`src/rtl/agu_pkg.sv`:
```
package agu_pkg;
  localparam int AGU_ADDR_W = 10;
  localparam int AGU_DATA_W = 16;

  typedef enum logic [1:0] {
    AGU_INC  = 2'd0,
    AGU_DEC  = 2'd1,
    AGU_BREV = 2'd2,
    AGU_LUT  = 2'd3
  } agu_mode_e;
endpackage

```
`src/rtl/agu_cfg_regs.sv`:
```
module agu_cfg_regs
  import agu_pkg::*;
#(
  parameter int ADDR_W = AGU_ADDR_W,
  parameter int LOG_W  = $clog2(ADDR_W + 1)
) (
  input  logic              clk,
  input  logic              rst_n,
  input  logic              load_i,
  input  logic [1:0]        mode_i,
  input  logic [ADDR_W-1:0] base_i,
  input  logic [ADDR_W-1:0] stride_i,
  input  logic [LOG_W-1:0]  log2n_i,
  output agu_mode_e         mode_o,
  output logic [ADDR_W-1:0] base_o,
  output logic [ADDR_W-1:0] stride_o,
  output logic [LOG_W-1:0]  log2n_o
);
  localparam logic [LOG_W-1:0] MAX_LOG = LOG_W'(ADDR_W);

  function automatic logic [LOG_W-1:0] clamp_log(input logic [LOG_W-1:0] v);
    return (v > MAX_LOG) ? MAX_LOG : v;
  endfunction

  always_ff @(posedge clk or negedge rst_n) begin
    if (!rst_n) begin
      mode_o   <= AGU_INC;
      base_o   <= '0;
      stride_o <= ADDR_W'(1);
      log2n_o  <= MAX_LOG;
    end else if (load_i) begin
      mode_o   <= agu_mode_e'(mode_i);
      base_o   <= base_i;
      stride_o <= stride_i;
      log2n_o  <= clamp_log(log2n_i);
    end
  end

  AST_LOG_CLAMPED: assert property (@(posedge clk) disable iff (!rst_n)
    log2n_o <= MAX_LOG) else $error("log2n above limit");
endmodule

```
`src/rtl/agu_seq.sv`:
```
module agu_seq
  import agu_pkg::*;
#(
  parameter int ADDR_W = AGU_ADDR_W,
  parameter int DATA_W = AGU_DATA_W,
  parameter int LOG_W  = $clog2(ADDR_W + 1)
) (
  input  logic              clk,
  input  logic              rst_n,
  input  logic              load_i,
  input  logic              step_i,
  input  logic [ADDR_W-1:0] load_base_i,
  input  agu_mode_e         mode_i,
  input  logic [ADDR_W-1:0] base_i,
  input  logic [ADDR_W-1:0] stride_i,
  input  logic [LOG_W-1:0]  log2n_i,
  input  logic [DATA_W-1:0] data_i,
  output logic [ADDR_W-1:0] addr_o,
  output logic [ADDR_W-1:0] cnt_o
);
  function automatic logic [ADDR_W-1:0] brev_low(input logic [ADDR_W-1:0] v,
                                                 input logic [LOG_W-1:0] k);
    logic [ADDR_W-1:0] r;
    r = v;
    for (int i = 0; i < ADDR_W; i++) begin
      if (i < int'(k)) r[i] = v[int'(k) - 1 - i];
    end
    return r;
  endfunction

  function automatic logic [ADDR_W-1:0] next_addr(
    input agu_mode_e         m,
    input logic [ADDR_W-1:0] cur,
    input logic [ADDR_W-1:0] base,
    input logic [ADDR_W-1:0] stride,
    input logic [ADDR_W-1:0] cnt_nx,
    input logic [LOG_W-1:0]  k,
    input logic [DATA_W-1:0] d
  );
    case (m)
      AGU_INC:  return cur + stride;
      AGU_DEC:  return cur - stride;
      AGU_BREV: return base + brev_low(cnt_nx, k);
      default:  return base + d[DATA_W-1 -: ADDR_W];
    endcase
  endfunction

  logic [ADDR_W-1:0] cnt_q, addr_q;
  logic [ADDR_W-1:0] cnt_nx;
  logic              adv;

  assign cnt_nx = cnt_q + ADDR_W'(1);
  assign adv    = step_i && !load_i;

  always_ff @(posedge clk or negedge rst_n) begin
    if (!rst_n) begin
      cnt_q  <= '0;
      addr_q <= '0;
    end else if (load_i) begin
      cnt_q  <= '0;
      addr_q <= load_base_i;
    end else if (step_i) begin
      cnt_q  <= cnt_nx;
      addr_q <= next_addr(mode_i, addr_q, base_i, stride_i, cnt_nx, log2n_i, data_i);
    end
  end

  assign addr_o = addr_q;
  assign cnt_o  = cnt_q;

  AST_CNT_CLEARED: assert property (@(posedge clk) disable iff (!rst_n)
    load_i |=> cnt_q == '0) else $error("counter not cleared");
  AST_CNT_STEP: assert property (@(posedge clk) disable iff (!rst_n)
    adv |=> cnt_q == $past(cnt_q) + ADDR_W'(1)) else $error("counter step");
  AST_CNT_HOLD: assert property (@(posedge clk) disable iff (!rst_n)
    (!step_i && !load_i) |=> $stable(cnt_q)) else $error("counter moved");
endmodule

```
`src/rtl/dsp_agu.sv`:
```
module dsp_agu
  import agu_pkg::*;
#(
  parameter int ADDR_W = AGU_ADDR_W,
  parameter int DATA_W = AGU_DATA_W,
  parameter int LOG_W  = $clog2(ADDR_W + 1)
) (
  input  logic              clk,
  input  logic              rst_n,
  input  logic              cfg_load,
  input  logic [1:0]        cfg_mode,
  input  logic [ADDR_W-1:0] cfg_base,
  input  logic [ADDR_W-1:0] cfg_stride,
  input  logic [LOG_W-1:0]  cfg_log2n,
  input  logic              step_en,
  input  logic [DATA_W-1:0] lut_data,
  output logic [ADDR_W-1:0] addr_out
);
  agu_mode_e         mode_q;
  logic [ADDR_W-1:0] base_q, stride_q, cnt_w;
  logic [LOG_W-1:0]  log2n_q;
  logic              step_taken;

  assign step_taken = step_en && !cfg_load;

  agu_cfg_regs #(.ADDR_W(ADDR_W), .LOG_W(LOG_W)) cfg_i (
    .clk(clk), .rst_n(rst_n), .load_i(cfg_load), .mode_i(cfg_mode),
    .base_i(cfg_base), .stride_i(cfg_stride), .log2n_i(cfg_log2n),
    .mode_o(mode_q), .base_o(base_q), .stride_o(stride_q), .log2n_o(log2n_q)
  );

  agu_seq #(.ADDR_W(ADDR_W), .DATA_W(DATA_W), .LOG_W(LOG_W)) seq_i (
    .clk(clk), .rst_n(rst_n), .load_i(cfg_load), .step_i(step_en),
    .load_base_i(cfg_base), .mode_i(mode_q), .base_i(base_q),
    .stride_i(stride_q), .log2n_i(log2n_q), .data_i(lut_data),
    .addr_o(addr_out), .cnt_o(cnt_w)
  );

  AST_LOAD_TO_BASE: assert property (@(posedge clk) disable iff (!rst_n)
    cfg_load |=> addr_out == $past(cfg_base)) else $error("load base");
  AST_IDLE_HOLD: assert property (@(posedge clk) disable iff (!rst_n)
    (!step_en && !cfg_load) |=> $stable(addr_out)) else $error("idle moved");
  AST_INC_STEP: assert property (@(posedge clk) disable iff (!rst_n)
    (step_taken && mode_q == AGU_INC) |=> addr_out == $past(addr_out + stride_q))
    else $error("inc step");
  AST_DEC_STEP: assert property (@(posedge clk) disable iff (!rst_n)
    (step_taken && mode_q == AGU_DEC) |=> addr_out == $past(addr_out - stride_q))
    else $error("dec step");
  AST_BREV_FIRST: assert property (@(posedge clk) disable iff (!rst_n)
    (step_taken && mode_q == AGU_BREV && cnt_w == '0 && log2n_q == LOG_W'(0))
    |=> addr_out == $past(base_q) + ADDR_W'(1)) else $error("brev k0");
  AST_LUT_INDEX: assert property (@(posedge clk) disable iff (!rst_n)
    (step_taken && mode_q == AGU_LUT)
    |=> addr_out == $past(base_q + lut_data[DATA_W-1 -: ADDR_W])) else $error("lut");
endmodule

```
`config.mk`:
```
export PLATFORM = sky130hd
export DESIGN_NAME = dsp_agu
export DESIGN_NICKNAME = d
export VERILOG_FILES = /design/src/rtl/agu_pkg.sv /design/src/rtl/agu_cfg_regs.sv /design/src/rtl/agu_seq.sv /design/src/rtl/dsp_agu.sv
export SDC_FILE = /design/constraint.sdc
export NUM_CORES = 1
export LEC_CHECK = 0
export ABC_AREA = 0
export BUFFER_PORTS_ARGS = -buffer_cell sky130_fd_sc_hd__buf_4
export CELL_PAD_IN_SITES_DETAIL_PLACEMENT = 1
export CELL_PAD_IN_SITES_GLOBAL_PLACEMENT = 2
export CORE_ASPECT_RATIO = 1.5
export CORE_MARGIN = 2
export CORE_UTILIZATION = 32
export CTS_CLUSTER_DIAMETER = 60
export DETAILED_ROUTE_END_ITERATION = 10
export PLACE_DENSITY_LB_ADDON = 0.1
export SLEW_MARGIN = 0
export SYNTH_ARGS = -nofsm -noshare
export SYNTH_HDL_FRONTEND = slang
export SYNTH_SLANG_ARGS = --single-unit
```
`constraint.sdc`:
```
create_clock -name clk -period 4.8 [get_ports clk]
set_clock_uncertainty 0.1 [all_clocks]
set_input_delay 0.24 -clock clk [delete_from_list [all_inputs] [get_ports clk]]
set_output_delay 0.24 -clock clk [all_outputs]
set_load 0.01 [all_outputs]
```
==> impl_metrics.env, run 1 <==
export IMPL_fp_dieW_um=99.0
export IMPL_placed_area_um2=4990
export IMPL_async_reset_ff_share_pct=100
export IMPL_cp_end_kind="register"
export IMPL_layout_common_cells="80 x buf_4, 49 x o21ai_0, 46 x nand2_1"
export IMPL_hold_violations=0
export IMPL_cp_required_ps=4910
export IMPL_final_common_cell="buf_4"
export IMPL_path_clk_slew_ps=70
export IMPL_crit_slowest_cell="dfstp_2"
export IMPL_rows=52
export IMPL_fillers=1629
export IMPL_cp_arrival_ps=4640
export IMPL_slowest_delay_ps=530
export IMPL_fin_ws_ps=274
export IMPL_cp_top_family="compound AO/OA/AOI/OAI gates"
export IMPL_htreeDepth=2
export IMPL_yosysSeqAreaShare_pct=26.7
export IMPL_track_usage_pct=19.9
export IMPL_cts_tree="done"
export IMPL_ir_drop_mv=0.123
export IMPL_path_cells="inv_1 > ha_4 > xor2_2 > inv_1 > ha_1 > nand2b_1 > a32oi_2 > xnor2_1 > nand3_1 > o211a_1 > o21ai_0 > ha_1 > a2111oi_2 > buf_4 > o31ai_2 > a221o_1 > or3_1 > a31o_1 > o211ai_1"
export IMPL_startpoint_type="register"
export IMPL_dpl_worst_slack_ps=27.1
export IMPL_worst_pin_slew_ps=736
export IMPL_setup_violations_final=0
export IMPL_drc_errors=0
export IMPL_synth_ff_type="dfrtp_1"
export IMPL_grt_pass1_wl_um=22900
export IMPL_reg2reg_from="cfg_i.log2n_o[1]"
export IMPL_cap_viol_max_count=0
export IMPL_nNetsFinal=669
export IMPL_cts_buffers=5
export IMPL_netlist_area_um2=4330
export IMPL_outcome="completed"
export IMPL_wl_um=14100
export IMPL_p_leak_uw=0.00223
export IMPL_synth_edf_count=0
export IMPL_critPathMaxFanout=4
export IMPL_min_from="cfg_stride[3]"
export IMPL_fmax_ghz=0.221
export IMPL_firstDrtPassIters=4
export IMPL_grt_max_degree=65
export IMPL_min_period_over_period_pct=94.3
export IMPL_syn_to_final_growth_pct=21.0
export IMPL_design_area_um2=5240
export IMPL_critical_path_class="register to register"
export IMPL_clock_path_buffers=2
export IMPL_io_pins=56
export IMPL_postRouteAntennaNets=0
export IMPL_synth_ff_latch_count=46
export IMPL_path_buf_inv=3
export IMPL_clock_latency_ps=290
export IMPL_min_path_type="primary input to register"
export IMPL_n_antenna_cell=0
export IMPL_synth_warnings=0
export IMPL_grt_overflow_total=0
export IMPL_syn_area_per_cell_um2=8.08
export IMPL_grt_pass1_vias=4489
export IMPL_fin_crit_ps=4530
export IMPL_synth_distinct_cells=68
export IMPL_core_region_area_um2=13300
export IMPL_vias=4192
export IMPL_dieArea_um2=14500
export IMPL_antenna_found_initial=0
export IMPL_syn_nets=613
export IMPL_start_util_pct=32.5
export IMPL_crit_start="cfg_i.log2n_o[1]"
export IMPL_drt_iter0_markers=78
export IMPL_die_h_um=146
export IMPL_root_buffer="clkbuf_16"
export IMPL_viasPerCell=5.55
export IMPL_slew_headroom_pct=50.6
export IMPL_syn_inst=536
export IMPL_io_buffers=49
export IMPL_wl_per_cell_um=18.7
export IMPL_timing_final_max_slew_violations=0
export IMPL_hpwlAfterDp_um=11100
export IMPL_clock_sinks=46
export IMPL_place_congestion=0.849
export IMPL_p_per_area_nw_per_um2=321
export IMPL_drive_gt1_share_pct=21.2
-- per-stage QoR --
stage	utilization [%]	setup TNS, ps	power, uW	hold slack, ps	cells
3_3_place_gp	37.4	0	1280	206	745
5_1_grt	39.3	-11.4	1820	61.3	755
2_1_floorplan	-	0	1030	-156	536
6_report	39.3	0	1680	53.8	755
4_1_cts	38.6	0	1680	43.0	754
3_5_place_dp	37.4	0	1300	207	745
-- area by class of cell --
| type | instances | area, um2 | share of cell area (%) |
|---|---|---|---|
| well taps | 162 | 203 | 3.87 |
| repair buffers | 82 | 622 | 11.9 |
| flip-flops and latches | 46 | 1150 | 22.0 |
| multi-input cells | 428 | 3000 | 57.2 |
| clock inverters | 2 | 12.5 | 0.239 |
| clock buffers | 6 | 139 | 2.65 |
| inverters | 29 | 109 | 2.08 |
-- cell usage after synthesis (all sizes together), types with 12 or more instances --
library cell  instances  area, um2
a21oi                37        185
buf                  13       73.8
clkbuf               20       75.1
dfrtp                43       1080
ha                   29        363
inv                  28        105
mux2                 14        158
nand2                46        173
nand3                12       60.1
nor2                 43        161
nor2b                14       87.6
nor3                 16       80.1
o21ai                50        250
xnor2                34        298
-- worst reg2reg max path, delay by kind of cell, from the launching register on --
kind,cells,cell delay [ps]
buf+inv,3,400
fa+ha+maj,3,710
simple gates,3,540
compound gates,8,1770
flops,1,530
xor+xnor,2,400
-- sequential cells by signal, indices dropped and copies added, names as in the netlist --
name	cells
cfg_i.base_o	10
cfg_i.stride_o	10
cfg_i.mode_o	2
seq_i.cnt_o	10
cfg_i.log2n_o	4
seq_i.addr_o	10
-- final timing paths --
kind,end,slack [ps],depth (start not counted)
max reg2reg,seq_i.addr_o[9],270,19
min in group asynchronous,cfg_i.stride_o[1],400,2
min,cfg_i.stride_o[3],50,3
max,seq_i.addr_o[9],270,19
max in group asynchronous,cfg_i.base_o[8],3750,2
min reg2reg,cfg_i.base_o[6],430,2
-- routing by layer --
layer  share of wire [%]  wire length [um]  track usage, %
met5                   0                 0               0
met4                 3.1               433            7.60
met3                 2.7               375            2.78
met2                  56              7890            38.2
met1                  38              5430            21.4
-- cells by family after synthesis --
family                   share of synthesized area, %
AO/OA/AOI/OAI                                    23.2
XOR/XNOR                                         9.10
adder cells (fa/ha/maj)                          9.30
buffers and inverters                            5.95
flip-flops                                       26.7
multiplexers                                     6.18
AND/OR/NAND/NOR                                  19.6
-- what timing repair did --
action                                 CTS  global route
setup buffers                            0             1
hold buffers                             1             0
setup endpoints to repair                0             4
resized for setup                        0            19
endpoints found under the hold margin   43             0
-- power by group --
group,switching (uW),leakage [uW],internal [uW]
registers,37.4,0.000565,427
logic,459,0.00160,390
clock network,160,0.0000729,207
total,656,0.00223,1020
Note: power is estimated with default switching activity, not from simulation.
==> run 2, diff against run 1 <==
Clock period 4.8 ns to 3.7 ns, I/O delays scaled along.
==> run 2 against run 1 <==
- the run now ends with negative setup slack left
- cell area grew 18%
- register-to-register slack worse by 830 ps
- largest power group unchanged
- largest cell class unchanged
- count of clock-buffer cells in the layout is 1 lower
- setup slack got worse by 830 ps
- highest routed layer unchanged
- sequential power up 30%
- first-iteration DRC count increased by 2.6%
- power is 47% higher
- maximum frequency grew 6.3%
==> impl_metrics.env, run 2 (synthesis gave the netlist of run 1 again) <==
export IMPL_outcome="complete, but fails checks"
export IMPL_violations="negative setup slack"
export IMPL_nNetsFinal=753
export IMPL_placed_area_um2=5590
export IMPL_grt_pass1_wl_um=25600
export IMPL_cp_arrival_ps=4370
export IMPL_viasPerCell=5.39
export IMPL_p_per_area_nw_per_um2=400
export IMPL_wl_per_cell_um=19.6
export IMPL_routed_top_layer="met4"
export IMPL_cts_tree="done"
export IMPL_dpl_worst_slack_ps=-742
export IMPL_hold_violations=0
export IMPL_rows=52
export IMPL_layout_common_cells="157 x buf_4, 46 x nand2_1, 43 x nor2_1"
export IMPL_cap_viol_max_count=0
export IMPL_io_buffers=49
export IMPL_root_buffer="clkbuf_16"
export IMPL_dieArea_um2=14500
export IMPL_fp_dieW_um=99.0
export IMPL_cp_end_kind="register"
export IMPL_n_antenna_cell=0
export IMPL_antenna_found_initial=0
export IMPL_start_util_pct=32.5
export IMPL_postRouteAntennaNets=0
export IMPL_worst_pin_slew_ps=678
export IMPL_clock_latency_ps=300
export IMPL_startpoint_type="register"
export IMPL_drc_errors=0
export IMPL_final_common_cell="buf_4"
export IMPL_p_leak_uw=0.00270
export IMPL_critical_path_class="register to register"
export IMPL_die_h_um=146
export IMPL_rsz0062_at_grt="true"
export IMPL_wl_met1_um=6280
export IMPL_cts_buffers=5
export IMPL_min_path_type="primary input to register"
export IMPL_fin_ws_ps=-557
export IMPL_clock_sinks=46
export IMPL_hpwlAfterDp_um=12500
export IMPL_ir_drop_mv=0.222
export IMPL_wl_um=16400
export IMPL_firstDrtPassIters=4
export IMPL_track_usage_pct=22.5
export IMPL_grt_max_degree=65
export IMPL_vias=4526
export IMPL_io_pins=56
export IMPL_fin_util_pct=46.4
export IMPL_syn_to_final_growth_pct=43.1
export IMPL_htreeDepth=2
export IMPL_timing_final_max_slew_violations=0
export IMPL_drt_iter0_markers=80
export IMPL_critPathMaxFanout=8
export IMPL_path_clk_slew_ps=70
export IMPL_fin_crit_ps=4260
export IMPL_grt_overflow_total=0
export IMPL_fmax_ghz=0.235
export IMPL_min_period_over_period_pct=115
export IMPL_cp_required_ps=3810
export IMPL_grt_pass1_vias=4954
export IMPL_route_met3_wl_um=231
export IMPL_slew_headroom_pct=54.8
export IMPL_design_area_um2=6190
export IMPL_place_congestion=0.941
export IMPL_clock_path_buffers=2
export IMPL_setup_violations_final=7
export IMPL_core_region_area_um2=13300
export IMPL_met2WireLength_um=9540
export IMPL_drive_gt1_share_pct=36.2
run 2: cell count changes in the layout (fill, tap and decap cells not counted), sizes merged:
cell | before | now
inv | 29 | 30
dlygate4sd3 | 1 | 5
clkinvlp | 1 | 0
buf | 81 | 161
clkbuf | 6 | 5
clkinv | 1 | 2
run 2: final timing paths:
path,from,to,slack [ps],cells after the start
worst max-delay path,cfg_i.log2n_o[1],seq_i.addr_o[9],-560,18
max in group asynchronous,rst_n,cfg_i.log2n_o[0],2640,2
worst max register to register,cfg_i.log2n_o[1],seq_i.addr_o[9],-560,18
worst min register to register,cfg_i.stride_o[9],cfg_i.stride_o[9],430,1
min in group asynchronous,rst_n,cfg_i.stride_o[2],340,2
worst min-delay path,cfg_base[5],seq_i.addr_o[5],0.8,3
run 2: where the power goes:
part / total (uW) / leakage [uW] / internal, uW / switching, uW
clock: 474 / 0.0000740 / 251 / 223
sequential: 606 / 0.000564 / 554 / 51.3
combinational: 1400 / 0.00206 / 678 / 717
run 2: routing by layer:
metal  global-route usage, %  up-vias
met3                    1.91       21
li1                        -     2202
met2                    45.2       50
met1                    23.8     2253
met4                    7.12        0
met5                       0        -
run 2: stage by stage:
stage          instances  setup TNS (ps)  power (uW)  hold slack (ps)
2_1_floorplan        536            -699        1370             -211
5_1_grt              839           -3580        2640             16.7
6_report             839           -1660        2480            0.832
3_5_place_dp         815           -2960        1820              159
3_3_place_gp         815           -2280        1790              153
4_1_cts              833           -1710        2420             3.69
run 2: worst max-delay path, cell delays in order, from the launching register on:
cell	delay (ps)
dfstp_2	540
inv_2	50
ha_4	290
buf_12	160
ha_2	200
a21oi_4	160
xnor2_2	140
buf_4	150
nand2b_1	60
a221oi_2	290
o31ai_2	110
ha_1	300
or2_1	250
a21oi_2	150
and4b_1	220
a221o_1	340
or3_1	350
a31o_1	190
o211ai_1	90
run 2: area by class of cell:
type                    instances  area, um2
inverters                      29        119
clock buffers                   5        125
fillers                      1588       7140
well taps                     162        203
multi-input cells             428       3300
repair buffers                166       1280
flip-flops and latches         46       1160
clock inverters                 3       18.8
run 2: repair_timing:
item                                   4_1_cts  5_1_grt
hold buffers                                 5        0
endpoints found under the hold margin       47        0
gates resized for setup                     49       25
setup endpoints to repair                    9        9
buffers inserted                             5        7
pin swaps                                   13       11
==> run 3, diff against run 2 <==
Settings changed: CORE_UTILIZATION 32 to 35.
Clock period 3.7 ns to 4.35 ns, I/O delays scaled along.
==> run 3 against run 2 <==
- the flow now finishes without violations
- non-clock buffer count down 43
- sequential share of layout area up 1.2 points
- critical path type unchanged
- cell area down 5.9%
- sequential cell count unchanged
==> impl_metrics.env, run 3 (synthesis gave the netlist of run 1 again) <==
export IMPL_place_congestion=0.853
export IMPL_drc_errors=0
export IMPL_layout_common_cells="118 x buf_4, 45 x nand2_1, 42 x nor2_1, 42 x o21ai_0, 41 x dfrtp_1"
export IMPL_slowest_delay_ps=540
export IMPL_path_clk_slew_ps=70
export IMPL_cap_viol_max_count=0
export IMPL_final_common_cell="buf_4"
export IMPL_instances_no_fill=787
export IMPL_startpoint_type="register"
export IMPL_antenna_found_initial=0
export IMPL_io_buffers=49
export IMPL_cts_buffers=5
export IMPL_drt_iter0_markers=103
export IMPL_critical_path_class="register to register"
export IMPL_cp_arrival_ps=4450
export IMPL_design_area_um2=5830
export IMPL_n_antenna_cell=0
export IMPL_wl_um=15100
export IMPL_cp_required_ps=4460
export IMPL_worst_pin_slew_ps=656
export IMPL_io_pins=56
export IMPL_reg2reg_from="cfg_i.log2n_o[1]"
export IMPL_rsz0062_at_grt="true"
export IMPL_holdWs_ps=29.8
export IMPL_firstDrtPassIters=4
export IMPL_critPathMaxFanout=6
export IMPL_path_cells="inv_2 > ha_4 > buf_6 > buf_4 > o31a_1 > a311oi_2 > mux2i_2 > nor2b_1 > a211oi_1 > o221a_2 > ha_2 > a21oi_4 > and4b_1 > a221o_1 > or3_1 > a31o_1 > o211ai_1"
export IMPL_p_per_area_nw_per_um2=348
export IMPL_fmax_ghz=0.231
export IMPL_wl_per_cell_um=19.1
export IMPL_outcome="completed"
export IMPL_min_path_type="primary input to register"
export IMPL_fin_crit_ps=4340
export IMPL_min_from="cfg_stride[1]"
export IMPL_min_period_over_period_pct=99.7
export IMPL_grt_max_degree=65
export IMPL_r2r_cells=17
export IMPL_grt_overflow_total=0
export IMPL_drive_gt1_share_pct=33.0
export IMPL_hold_violations=0
export IMPL_clock_latency_ps=300
export IMPL_clock_sinks=46
export IMPL_slew_headroom_pct=55.9
export IMPL_die_h_um=140
export IMPL_start_util_pct=36.0
export IMPL_placed_cells=767
export IMPL_vias=4391
export IMPL_grt_pass1_vias=4775
export IMPL_worst_r2r_endpoint="seq_i.addr_o[9]"
export IMPL_syn_to_final_growth_pct=34.6
export IMPL_crit_slowest_cell="dfstp_2"
export IMPL_dieArea_um2=13300
export IMPL_setup_violations_final=0
export IMPL_p_leak_uw=0.00246
export IMPL_hpwlAfterDp_um=11200
export IMPL_grt_pass1_wl_um=24200
export IMPL_ir_drop_mv=0.178
export IMPL_r2r_slack_ps=10
export IMPL_cp_endpoint="seq_i.addr_o[9]"
export IMPL_rows=49
export IMPL_fp_dieW_um=94.8
export IMPL_postRouteAntennaNets=0
export IMPL_nNetsFinal=710
export IMPL_placed_area_um2=5240
export IMPL_viasPerCell=5.58
export IMPL_htreeDepth=2
export IMPL_core_region_area_um2=12000
export IMPL_clock_path_buffers=2
export IMPL_root_buffer="clkbuf_16"
export IMPL_timing_final_max_slew_violations=0
export IMPL_cp_end_kind="register"
export IMPL_crit_start="cfg_i.log2n_o[1]"
export IMPL_track_usage_pct=23.1
export IMPL_cts_tree="done"
run 3: cell count changes in the layout (fill, tap and decap cells not counted), sizes merged:
cell / previous run / this run
buf: 161 / 122
dlygate4sd3: 5 / 1
clkinvlp: 0 / 3
inv: 30 / 27
run 3: per-stage QoR:
stage	power, uW	util, %	worst slack (ps)	TNS (ps)
finish	2030	48.5	13.8	0
CTS	1990	46.7	2.16	0
global placement	1470	43.6	-169	-335
detailed placement	1500	43.6	-400	-762
floorplan	1150	-	17.3	0
global route	2190	48.5	-182	-285
run 3: area by class of cell:
cell class                      count  area (um2)
Multi-Input combinational cell    428        3270
Fill cell                        1457        6190
Sequential cell                    46        1160
Tap cell                          153         191
Timing Repair Buffer              123         941
Clock buffer                        5         125
Inverter                           29         121
Clock inverter                      3        21.3
run 3: critical path, delay by kind of cell (launching register included):
kind | cells | cell delay, ps
AO/OA/AOI/OAI | 8 | 1760
AND/OR/NAND/NOR | 3 | 740
adder cells (fa/ha/maj) | 2 | 590
flip-flops | 1 | 540
buffers and inverters | 3 | 360
multiplexers | 1 | 160
run 3: worst min path at each step:
stage	end	slack, ps	depth (start not counted)
after global routing	cfg_i.stride_o[4]	50	2
after CTS	cfg_i.stride_o[3]	30	3
after detailed placement	seq_i.addr_o[2]	180	1
final	cfg_i.stride_o[1]	30	3
after global placement	seq_i.addr_o[0]	180	1
after floorplan	cfg_i.base_o[0]	-180	0
run 3: power breakdown:
group	total, uW	internal, uW	switching, uW	leakage [uW]
logic	1130	549	577	0.00183
clock network	392	213	178	0.0000698
registers	513	472	41.3	0.000562
run 3: layer usage:
layer  up-vias  global-route usage, %  wire, um
met2        59                   44.8      8450
met4         0                   8.47       556
li1       2116                      -         -
met5         -                      0         0
met3        27                   2.31       268
met1      2189                   25.1      5790
run 3: repair_timing:
| action | CTS | global route |
|---|---|---|
| cloned | 1 | 0 |
| setup buffers | 5 | 5 |
| pin swaps | 15 | 27 |
| hold buffers | 1 | 0 |
| resized for setup | 34 | 43 |
| endpoints found under the hold margin | 43 | 0 |
| endpoints found under the setup margin | 3 | 5 |
